### config.mk
export PLATFORM = sky130hd
export DESIGN_NAME = frame_hdr_split
export DESIGN_NICKNAME = d
export VERILOG_FILES = /design/src/rtl/frame_hdr_pkg.sv /design/src/rtl/fhs_ctrl.sv /design/src/rtl/fhs_hdr_reg.sv /design/src/rtl/fhs_realign.sv /design/src/rtl/frame_hdr_split.sv
export SDC_FILE = /design/constraint.sdc
export NUM_CORES = 1
export LEC_CHECK = 0
export BUFFER_PORTS_ARGS = -buffer_cell sky130_fd_sc_hd__buf_2
export CORE_ASPECT_RATIO = 0.7
export CORE_MARGIN = 2
export CORE_UTILIZATION = 55
export DETAILED_ROUTE_END_ITERATION = 10
export GPL_ROUTABILITY_DRIVEN = 0
export PLACE_DENSITY = 0.84
export SKIP_CTS_REPAIR_TIMING = 1
export SYNTH_ARGS = -nofsm -noshare
export SYNTH_HDL_FRONTEND = slang
export SYNTH_SLANG_ARGS = --single-unit
### constraint.sdc
create_clock -name clk -period 21.1 [get_ports clk]
set_clock_uncertainty 0.2 [all_clocks]
set_input_delay 3.165 -clock clk [delete_from_list [all_inputs] [get_ports clk]]
set_output_delay 3.165 -clock clk [all_outputs]
set_load 0.05 [all_outputs]
### src/rtl/frame_hdr_pkg.sv
`timescale 1ns/1ps
package frame_hdr_pkg;
  localparam int FHS_DATA_W     = 64;
  localparam int FHS_MAC_BYTES  = 6;
  localparam int FHS_TYPE_BYTES = 2;

  typedef enum logic [1:0] {
    ST_HEAD0 = 2'd0,
    ST_HEAD1 = 2'd1,
    ST_BODY  = 2'd2,
    ST_TAIL  = 2'd3
  } fhs_state_e;
endpackage

### src/rtl/fhs_ctrl.sv
`timescale 1ns/1ps
module fhs_ctrl
  import frame_hdr_pkg::*;
#(
  parameter int KEEP_W    = 8,
  parameter int HEAD_TAIL = 6
) (
  input  logic              clk,
  input  logic              rst,
  input  logic              s_valid,
  input  logic              s_last,
  input  logic              s_user,
  input  logic [KEEP_W-1:0] s_keep,
  output logic              s_ready,
  input  logic              hdr_free,
  input  logic              pl_free,
  output logic              beat0_cap,
  output logic              hdr_cap,
  output logic              body_cap,
  output logic              tail_emit,
  output logic [KEEP_W-1:0] o_keep,
  output logic              o_last,
  output logic              o_user,
  output logic              trunc_err,
  output logic              in_frame
);
  localparam int CNT_W       = $clog2(KEEP_W + 1);
  localparam int CARRY_LANES = KEEP_W - HEAD_TAIL;

  function automatic logic [KEEP_W-1:0] lane_mask(input int n);
    logic [KEEP_W-1:0] m;
    for (int i = 0; i < KEEP_W; i++) m[i] = (i < n);
    return m;
  endfunction

  fhs_state_e        st_q, st_d;
  logic [CNT_W-1:0]  nbytes;
  logic [CNT_W-1:0]  tail_n_q;
  logic              tail_user_q;
  logic              fire, short_end, trunc_now, to_tail;

  always_comb begin
    nbytes = '0;
    for (int i = 0; i < KEEP_W; i++) nbytes = nbytes + CNT_W'(s_keep[i]);
  end

  assign short_end = (nbytes <= CNT_W'(HEAD_TAIL));

  always_comb begin
    case (st_q)
      ST_HEAD0: s_ready = 1'b1;
      ST_HEAD1: s_ready = hdr_free;
      ST_BODY:  s_ready = pl_free;
      default:  s_ready = 1'b0;
    endcase
  end

  assign fire      = s_valid & s_ready;
  assign beat0_cap = fire & (st_q == ST_HEAD0) & ~s_last;
  assign hdr_cap   = fire & (st_q == ST_HEAD1) & ~(s_last & short_end);
  assign body_cap  = fire & (st_q == ST_BODY);
  assign tail_emit = (st_q == ST_TAIL) & pl_free;
  assign trunc_now = fire & s_last &
                     ((st_q == ST_HEAD0) | ((st_q == ST_HEAD1) & short_end));
  assign to_tail   = (hdr_cap | body_cap) & s_last & ~short_end;

  always_comb begin
    st_d = st_q;
    case (st_q)
      ST_HEAD0: if (fire && !s_last) st_d = ST_HEAD1;
      ST_HEAD1: if (fire) st_d = !s_last ? ST_BODY : (short_end ? ST_HEAD0 : ST_TAIL);
      ST_BODY:  if (fire && s_last) st_d = short_end ? ST_HEAD0 : ST_TAIL;
      default:  if (pl_free) st_d = ST_HEAD0;
    endcase
  end

  always_comb begin
    if (st_q == ST_TAIL) begin
      o_keep = lane_mask(int'(tail_n_q));
      o_last = 1'b1;
      o_user = tail_user_q;
    end else if (s_last && short_end) begin
      o_keep = lane_mask(CARRY_LANES + int'(nbytes));
      o_last = 1'b1;
      o_user = s_user;
    end else begin
      o_keep = '1;
      o_last = 1'b0;
      o_user = 1'b0;
    end
  end

  always_ff @(posedge clk) begin
    if (rst) begin
      st_q        <= ST_HEAD0;
      trunc_err   <= 1'b0;
      tail_n_q    <= '0;
      tail_user_q <= 1'b0;
    end else begin
      st_q      <= st_d;
      trunc_err <= trunc_now;
      if (to_tail) begin
        tail_n_q    <= nbytes - CNT_W'(HEAD_TAIL);
        tail_user_q <= s_user;
      end
    end
  end

  assign in_frame = (st_q != ST_HEAD0);
endmodule

### src/rtl/fhs_hdr_reg.sv
`timescale 1ns/1ps
module fhs_hdr_reg #(
  parameter int DATA_W     = 64,
  parameter int MAC_BYTES  = 6,
  parameter int TYPE_BYTES = 2
) (
  input  logic                   clk,
  input  logic                   rst,
  input  logic [DATA_W-1:0]      s_data,
  input  logic                   beat0_cap,
  input  logic                   hdr_cap,
  input  logic                   hdr_ready,
  output logic                   hdr_valid,
  output logic                   hdr_free,
  output logic [8*MAC_BYTES-1:0] hdr_dst,
  output logic [8*MAC_BYTES-1:0] hdr_src,
  output logic [8*TYPE_BYTES-1:0] hdr_type
);
  localparam int HDR_BYTES = 2 * MAC_BYTES + TYPE_BYTES;
  localparam int HEAD_TAIL = HDR_BYTES - DATA_W / 8;

  logic [DATA_W-1:0]        stage_q;
  logic [8*HDR_BYTES-1:0]   word;
  logic [8*MAC_BYTES-1:0]   dst_d, src_d;
  logic [8*TYPE_BYTES-1:0]  type_d;

  assign word = {s_data[8*HEAD_TAIL-1:0], stage_q};

  always_comb begin
    for (int i = 0; i < MAC_BYTES; i++) begin
      dst_d[8*(MAC_BYTES-1-i) +: 8] = word[8*i +: 8];
      src_d[8*(MAC_BYTES-1-i) +: 8] = word[8*(MAC_BYTES+i) +: 8];
    end
    for (int i = 0; i < TYPE_BYTES; i++)
      type_d[8*(TYPE_BYTES-1-i) +: 8] = word[8*(2*MAC_BYTES+i) +: 8];
  end

  always_ff @(posedge clk) begin
    if (beat0_cap) stage_q <= s_data;
    if (hdr_cap) begin
      hdr_dst  <= dst_d;
      hdr_src  <= src_d;
      hdr_type <= type_d;
    end
  end

  always_ff @(posedge clk) begin
    if (rst)            hdr_valid <= 1'b0;
    else if (hdr_cap)   hdr_valid <= 1'b1;
    else if (hdr_ready) hdr_valid <= 1'b0;
  end

  assign hdr_free = ~hdr_valid | hdr_ready;
endmodule

### src/rtl/fhs_realign.sv
`timescale 1ns/1ps
module fhs_realign #(
  parameter int DATA_W      = 64,
  parameter int CARRY_LANES = 2
) (
  input  logic                clk,
  input  logic                rst,
  input  logic [DATA_W-1:0]   s_data,
  input  logic                hdr_cap,
  input  logic                body_cap,
  input  logic                tail_emit,
  input  logic [DATA_W/8-1:0] o_keep,
  input  logic                o_last,
  input  logic                o_user,
  input  logic                p_ready,
  output logic                p_valid,
  output logic [DATA_W-1:0]   p_data,
  output logic [DATA_W/8-1:0] p_keep,
  output logic                p_last,
  output logic                p_user,
  output logic                pl_free
);
  localparam int CARRY_W = 8 * CARRY_LANES;
  localparam int LOW_W   = DATA_W - CARRY_W;

  logic [CARRY_W-1:0] carry_q;
  logic               load;

  assign load = body_cap | tail_emit;

  always_ff @(posedge clk) begin
    if (hdr_cap | body_cap) carry_q <= s_data[DATA_W-1 -: CARRY_W];
    if (load) begin
      p_data <= tail_emit ? {{LOW_W{1'b0}}, carry_q} : {s_data[LOW_W-1:0], carry_q};
      p_keep <= o_keep;
      p_last <= o_last;
      p_user <= o_user;
    end
  end

  always_ff @(posedge clk) begin
    if (rst)          p_valid <= 1'b0;
    else if (load)    p_valid <= 1'b1;
    else if (p_ready) p_valid <= 1'b0;
  end

  assign pl_free = ~p_valid | p_ready;
endmodule

### src/rtl/frame_hdr_split.sv
`timescale 1ns/1ps
module frame_hdr_split
  import frame_hdr_pkg::*;
#(
  parameter  int DATA_W      = FHS_DATA_W,
  parameter  int MAC_BYTES   = FHS_MAC_BYTES,
  parameter  int TYPE_BYTES  = FHS_TYPE_BYTES,
  localparam int KEEP_W      = DATA_W / 8,
  localparam int HDR_BYTES   = 2 * MAC_BYTES + TYPE_BYTES,
  localparam int HEAD_TAIL   = HDR_BYTES - KEEP_W,
  localparam int CARRY_LANES = KEEP_W - HEAD_TAIL
) (
  input  logic                    clk,
  input  logic                    rst,
  input  logic [DATA_W-1:0]       s_data,
  input  logic [KEEP_W-1:0]       s_keep,
  input  logic                    s_valid,
  output logic                    s_ready,
  input  logic                    s_last,
  input  logic                    s_user,
  output logic                    hdr_valid,
  input  logic                    hdr_ready,
  output logic [8*MAC_BYTES-1:0]  hdr_dst,
  output logic [8*MAC_BYTES-1:0]  hdr_src,
  output logic [8*TYPE_BYTES-1:0] hdr_type,
  output logic [DATA_W-1:0]       p_data,
  output logic [KEEP_W-1:0]       p_keep,
  output logic                    p_valid,
  input  logic                    p_ready,
  output logic                    p_last,
  output logic                    p_user,
  output logic                    busy,
  output logic                    hdr_trunc_err
);
  logic hdr_free, pl_free, beat0_cap, hdr_cap, body_cap, tail_emit;
  logic o_last, o_user, in_frame;
  logic [KEEP_W-1:0] o_keep;

  fhs_ctrl #(.KEEP_W(KEEP_W), .HEAD_TAIL(HEAD_TAIL)) ctrl_i (
    .clk(clk), .rst(rst),
    .s_valid(s_valid), .s_last(s_last), .s_user(s_user), .s_keep(s_keep),
    .s_ready(s_ready), .hdr_free(hdr_free), .pl_free(pl_free),
    .beat0_cap(beat0_cap), .hdr_cap(hdr_cap), .body_cap(body_cap),
    .tail_emit(tail_emit), .o_keep(o_keep), .o_last(o_last), .o_user(o_user),
    .trunc_err(hdr_trunc_err), .in_frame(in_frame)
  );

  fhs_hdr_reg #(.DATA_W(DATA_W), .MAC_BYTES(MAC_BYTES), .TYPE_BYTES(TYPE_BYTES)) hdr_i (
    .clk(clk), .rst(rst), .s_data(s_data),
    .beat0_cap(beat0_cap), .hdr_cap(hdr_cap), .hdr_ready(hdr_ready),
    .hdr_valid(hdr_valid), .hdr_free(hdr_free),
    .hdr_dst(hdr_dst), .hdr_src(hdr_src), .hdr_type(hdr_type)
  );

  fhs_realign #(.DATA_W(DATA_W), .CARRY_LANES(CARRY_LANES)) realign_i (
    .clk(clk), .rst(rst), .s_data(s_data),
    .hdr_cap(hdr_cap), .body_cap(body_cap), .tail_emit(tail_emit),
    .o_keep(o_keep), .o_last(o_last), .o_user(o_user),
    .p_ready(p_ready), .p_valid(p_valid), .p_data(p_data), .p_keep(p_keep),
    .p_last(p_last), .p_user(p_user), .pl_free(pl_free)
  );

  assign busy = in_frame | p_valid;
endmodule

==> impl_metrics.tcl <==
set metrics [dict create \
    status "complete, no violations" \
    dp_hpwl_mm 12.5 \
    drive_above_1_share_pct 41.0 \
    worst_slack_ns 13.16 \
    ant_nets 0 \
    worst_pin_slew_ns 1.11 \
    crit_fanout 62 \
    track_usage_pct 20.4 \
    postLayoutCoreUtil_pct 71.3 \
    synth_edf_count 266 \
    dieArea_mm2 0.0181 \
    yosysUniqueCellTypes 37 \
    antenna_found_initial 1 \
    synth_area_per_cell_um2 20.4 \
    num_vias 5099 \
    yosys_warnings 0 \
    comb_power_share_pct 20.9 \
    rows 39 \
    cp-start-kind "input port" \
    ys.flop_type "edfxtp_1" \
    p_total_mw 1.40 \
    min_path_type "register to register" \
    sequentialPowerShare_pct 50.1 \
    finalSetupTns_ns 0 \
    critical_path_class "input port to register" \
    cts_htree_levels 1 \
    viasPerCell 5.15 \
    hold_viol 0 \
    grt_first_pass_wirelength_mm 28.4 \
    multi_input_area_mm2 0.00111 \
    synthToLayoutAreaGrowth_pct 25.4 \
    routedWlPerCell_um 18.9 \
    seq_area_mm2 0.00819 \
    netlist_area_mm2 0.00937 \
    synth-async-reset-ratio_pct 0 \
    fillCellCount 1040 \
    ys_ff_latch 276 \
    diodes 0 \
    p_per_area_mw_per_mm2 119 \
    peakVddDrop_v 0.0000985 \
    p_sw_uw 423 \
    pre_cts_ws_ns 12.68 \
    grt_pass1_vias 5172 \
    worst_ep_required_time_ns 21.03 \
    gr-total-overflow 0 \
    maxSlewHeadroom_pct 26.3 \
    period_share_pct 37.6 \
    netlist_instances 459 \
    holdWs_ns 0.218 \
    stdcell_count 991 \
    final_max_slew_viol_count 0 \
    leakage_nw 4.42 \
    clk_path_buf_depth 3 \
    dr.first_iter.drc_count 326 \
    cap_violations 0 \
    seq_area_frac_synth_pct 87.4 \
    clk_pin_slew_ns 0.06 \
    die_y_um 113 \
    min_period_ns 7.94 \
    final_cell_area_mm2 0.0118 \
    fin_nets 842 \
    dpl_cell_area_mm2 0.0110 \
    p_int_uw 973 \
    p_clk_share_pct 29.1 \
    rsz0062_at_grt "no" \
    worstSetupEndpointType "register" \
    drt_wl_total_mm 18.7 \
    drcViolationCount 0 \
    syn_nets 551 \
    numCtsBuffers 25 \
    fmax_ghz 0.126 \
    cts-root-buf "clkbuf_16" \
    grt_max_degree 75 \
    start_util_pct 56.8 \
    setup_viol_count_final 0 \
    switching_share_pct 30.3 \
    dp.cells 948 \
    ioPinCount 270 \
    worstPathArrival_ns 7.86 \
    clk-insertion-delay-late_ns 0.50 \
    dr.pass1.iters 4 \
    coreArea_mm2 0.0165 \
    die_w_um 160 \
    tritoncts "yes" \
    clock-sinks 276 \
    port_buffers 269 \
]
registers in the layout, summed over array words and instances (netlist names):
signal / cells
hdr_i.stage_q: 64
realign_i.p_data: 64
hdr_i.hdr_dst: 48
hdr_i.hdr_src: 48
hdr_i.hdr_type: 16
realign_i.carry_q: 16
realign_i.p_keep: 8
ctrl_i.tail_n_q: 4
ctrl_i.st_q: 2
ctrl_i.tail_user_q: 1
ctrl_i.trunc_err: 1
hdr_i.hdr_valid: 1
realign_i.p_last: 1
realign_i.p_user: 1
realign_i.p_valid: 1
Yosys cell counts, types with 2 or more instances:
| cell | instances | share of area, % |
|---|---|---|
| o21bai_1 | 2 | 0.16 |
| and3_1 | 2 | 0.13 |
| o21ai_0 | 6 | 0.32 |
| a21oi_1 | 15 | 0.80 |
| nor4_1 | 2 | 0.13 |
| nor3b_1 | 2 | 0.16 |
| a22oi_1 | 2 | 0.16 |
| and2_1 | 48 | 3.2 |
| edfxtp_1 | 266 | 85 |
| nor2_1 | 9 | 0.36 |
| mux2i_1 | 4 | 0.43 |
| fa_1 | 4 | 0.85 |
| ha_1 | 9 | 1.2 |
| nor3_1 | 3 | 0.16 |
| dfxtp_1 | 10 | 2.1 |
| o22ai_1 | 2 | 0.13 |
| inv_1 | 16 | 0.64 |
| nand2_1 | 9 | 0.36 |
| nand2b_1 | 16 | 1.1 |
| or4_1 | 2 | 0.16 |
| nor2b_1 | 2 | 0.13 |
| nand3_1 | 5 | 0.27 |
| clkbuf_1 | 9 | 0.36 |
logic make-up (layout without fill, tap and decap cells):
family | after synthesis | after routing | share of synthesized area [%]
buf+inv | 26 | 333 | 1.05
compound gates | 34 | 34 | 2.32
fa+ha+maj | 13 | 13 | 2.06
simple gates | 104 | 104 | 6.51
mux | 4 | 4 | 0.427
xor+xnor | 2 | 2 | 0.267
flops | 276 | 276 | 87.4
worst max-delay path: stages:
cell	delay [ns]
buf_2	0.10
ha_1	0.27
inv_1	0.05
fa_1	0.49
fa_1	0.41
inv_1	0.08
fa_1	0.18
inv_1	0.06
fa_1	0.61
inv_1	0.15
ha_1	0.30
nand2b_1	0.11
a32oi_2	0.17
nand2_1	0.22
and3_4	0.66
buf_4	0.74
final timing paths:
| check | from | endpoint | slack, ns | depth (start not counted) |
|---|---|---|---|---|
| setup reg to reg | ctrl_i.st_q[0] | hdr_i.hdr_src[47] | 17.68 | 5 |
| hold reg to reg | realign_i.carry_q[2] | realign_i.p_data[2] | 0.22 | 0 |
| hold / removal | realign_i.carry_q[2] | realign_i.p_data[2] | 0.22 | 0 |
| setup / recovery | s_keep[0] | hdr_i.hdr_src[47] | 13.16 | 16 |
cell usage in the layout (no fill, tap or decap), types with 4 or more instances in the layout:
cell type	netlist	final
nor2_1	9	9
clkbuf_1	9	4
and2_1	48	48
nand2b_1	16	16
buf_4	0	5
a21oi_1	15	15
nand2_1	9	8
ha_1	9	9
o21ai_0	6	6
fa_1	4	4
clkinv_1	0	8
nand3_1	5	5
mux2i_1	4	4
dfxtp_1	10	10
buf_2	1	269
edfxtp_1	266	266
inv_1	16	16
clkbuf_16	0	25
layout make-up:
cell class                      instances  share of cell area [%]
Timing Repair Buffer                  274                    11.8
Inverter                               16                   0.511
Clock buffer                           29                    5.45
Tap cell                              225                    2.40
Multi-Input combinational cell        157                    9.43
Clock inverter                         14                   0.767
Sequential cell                       276                    69.7
metal layers:
metal	up-vias	global-route usage, %	routed length, um
met5	-	0	7
met2	277	33.6	8960
met4	2	4.80	308
met1	2474	26.3	7390
li1	2315	-	-
met3	31	7.55	2040
power groups by stage:
stage / Combinational, mW / Clock [mW] / Sequential, mW
2_1_floorplan: 0.0970 / 0 / 0.831
3_3_place_gp: 0.284 / 0 / 0.707
3_5_place_dp: 0.292 / 0 / 0.710
4_1_cts: 0.292 / 0.414 / 0.700
5_1_grt: 0.309 / 0.435 / 0.704
6_report: 0.291 / 0.406 / 0.699
No activity file was read; power rests on OpenSTA's default activity.
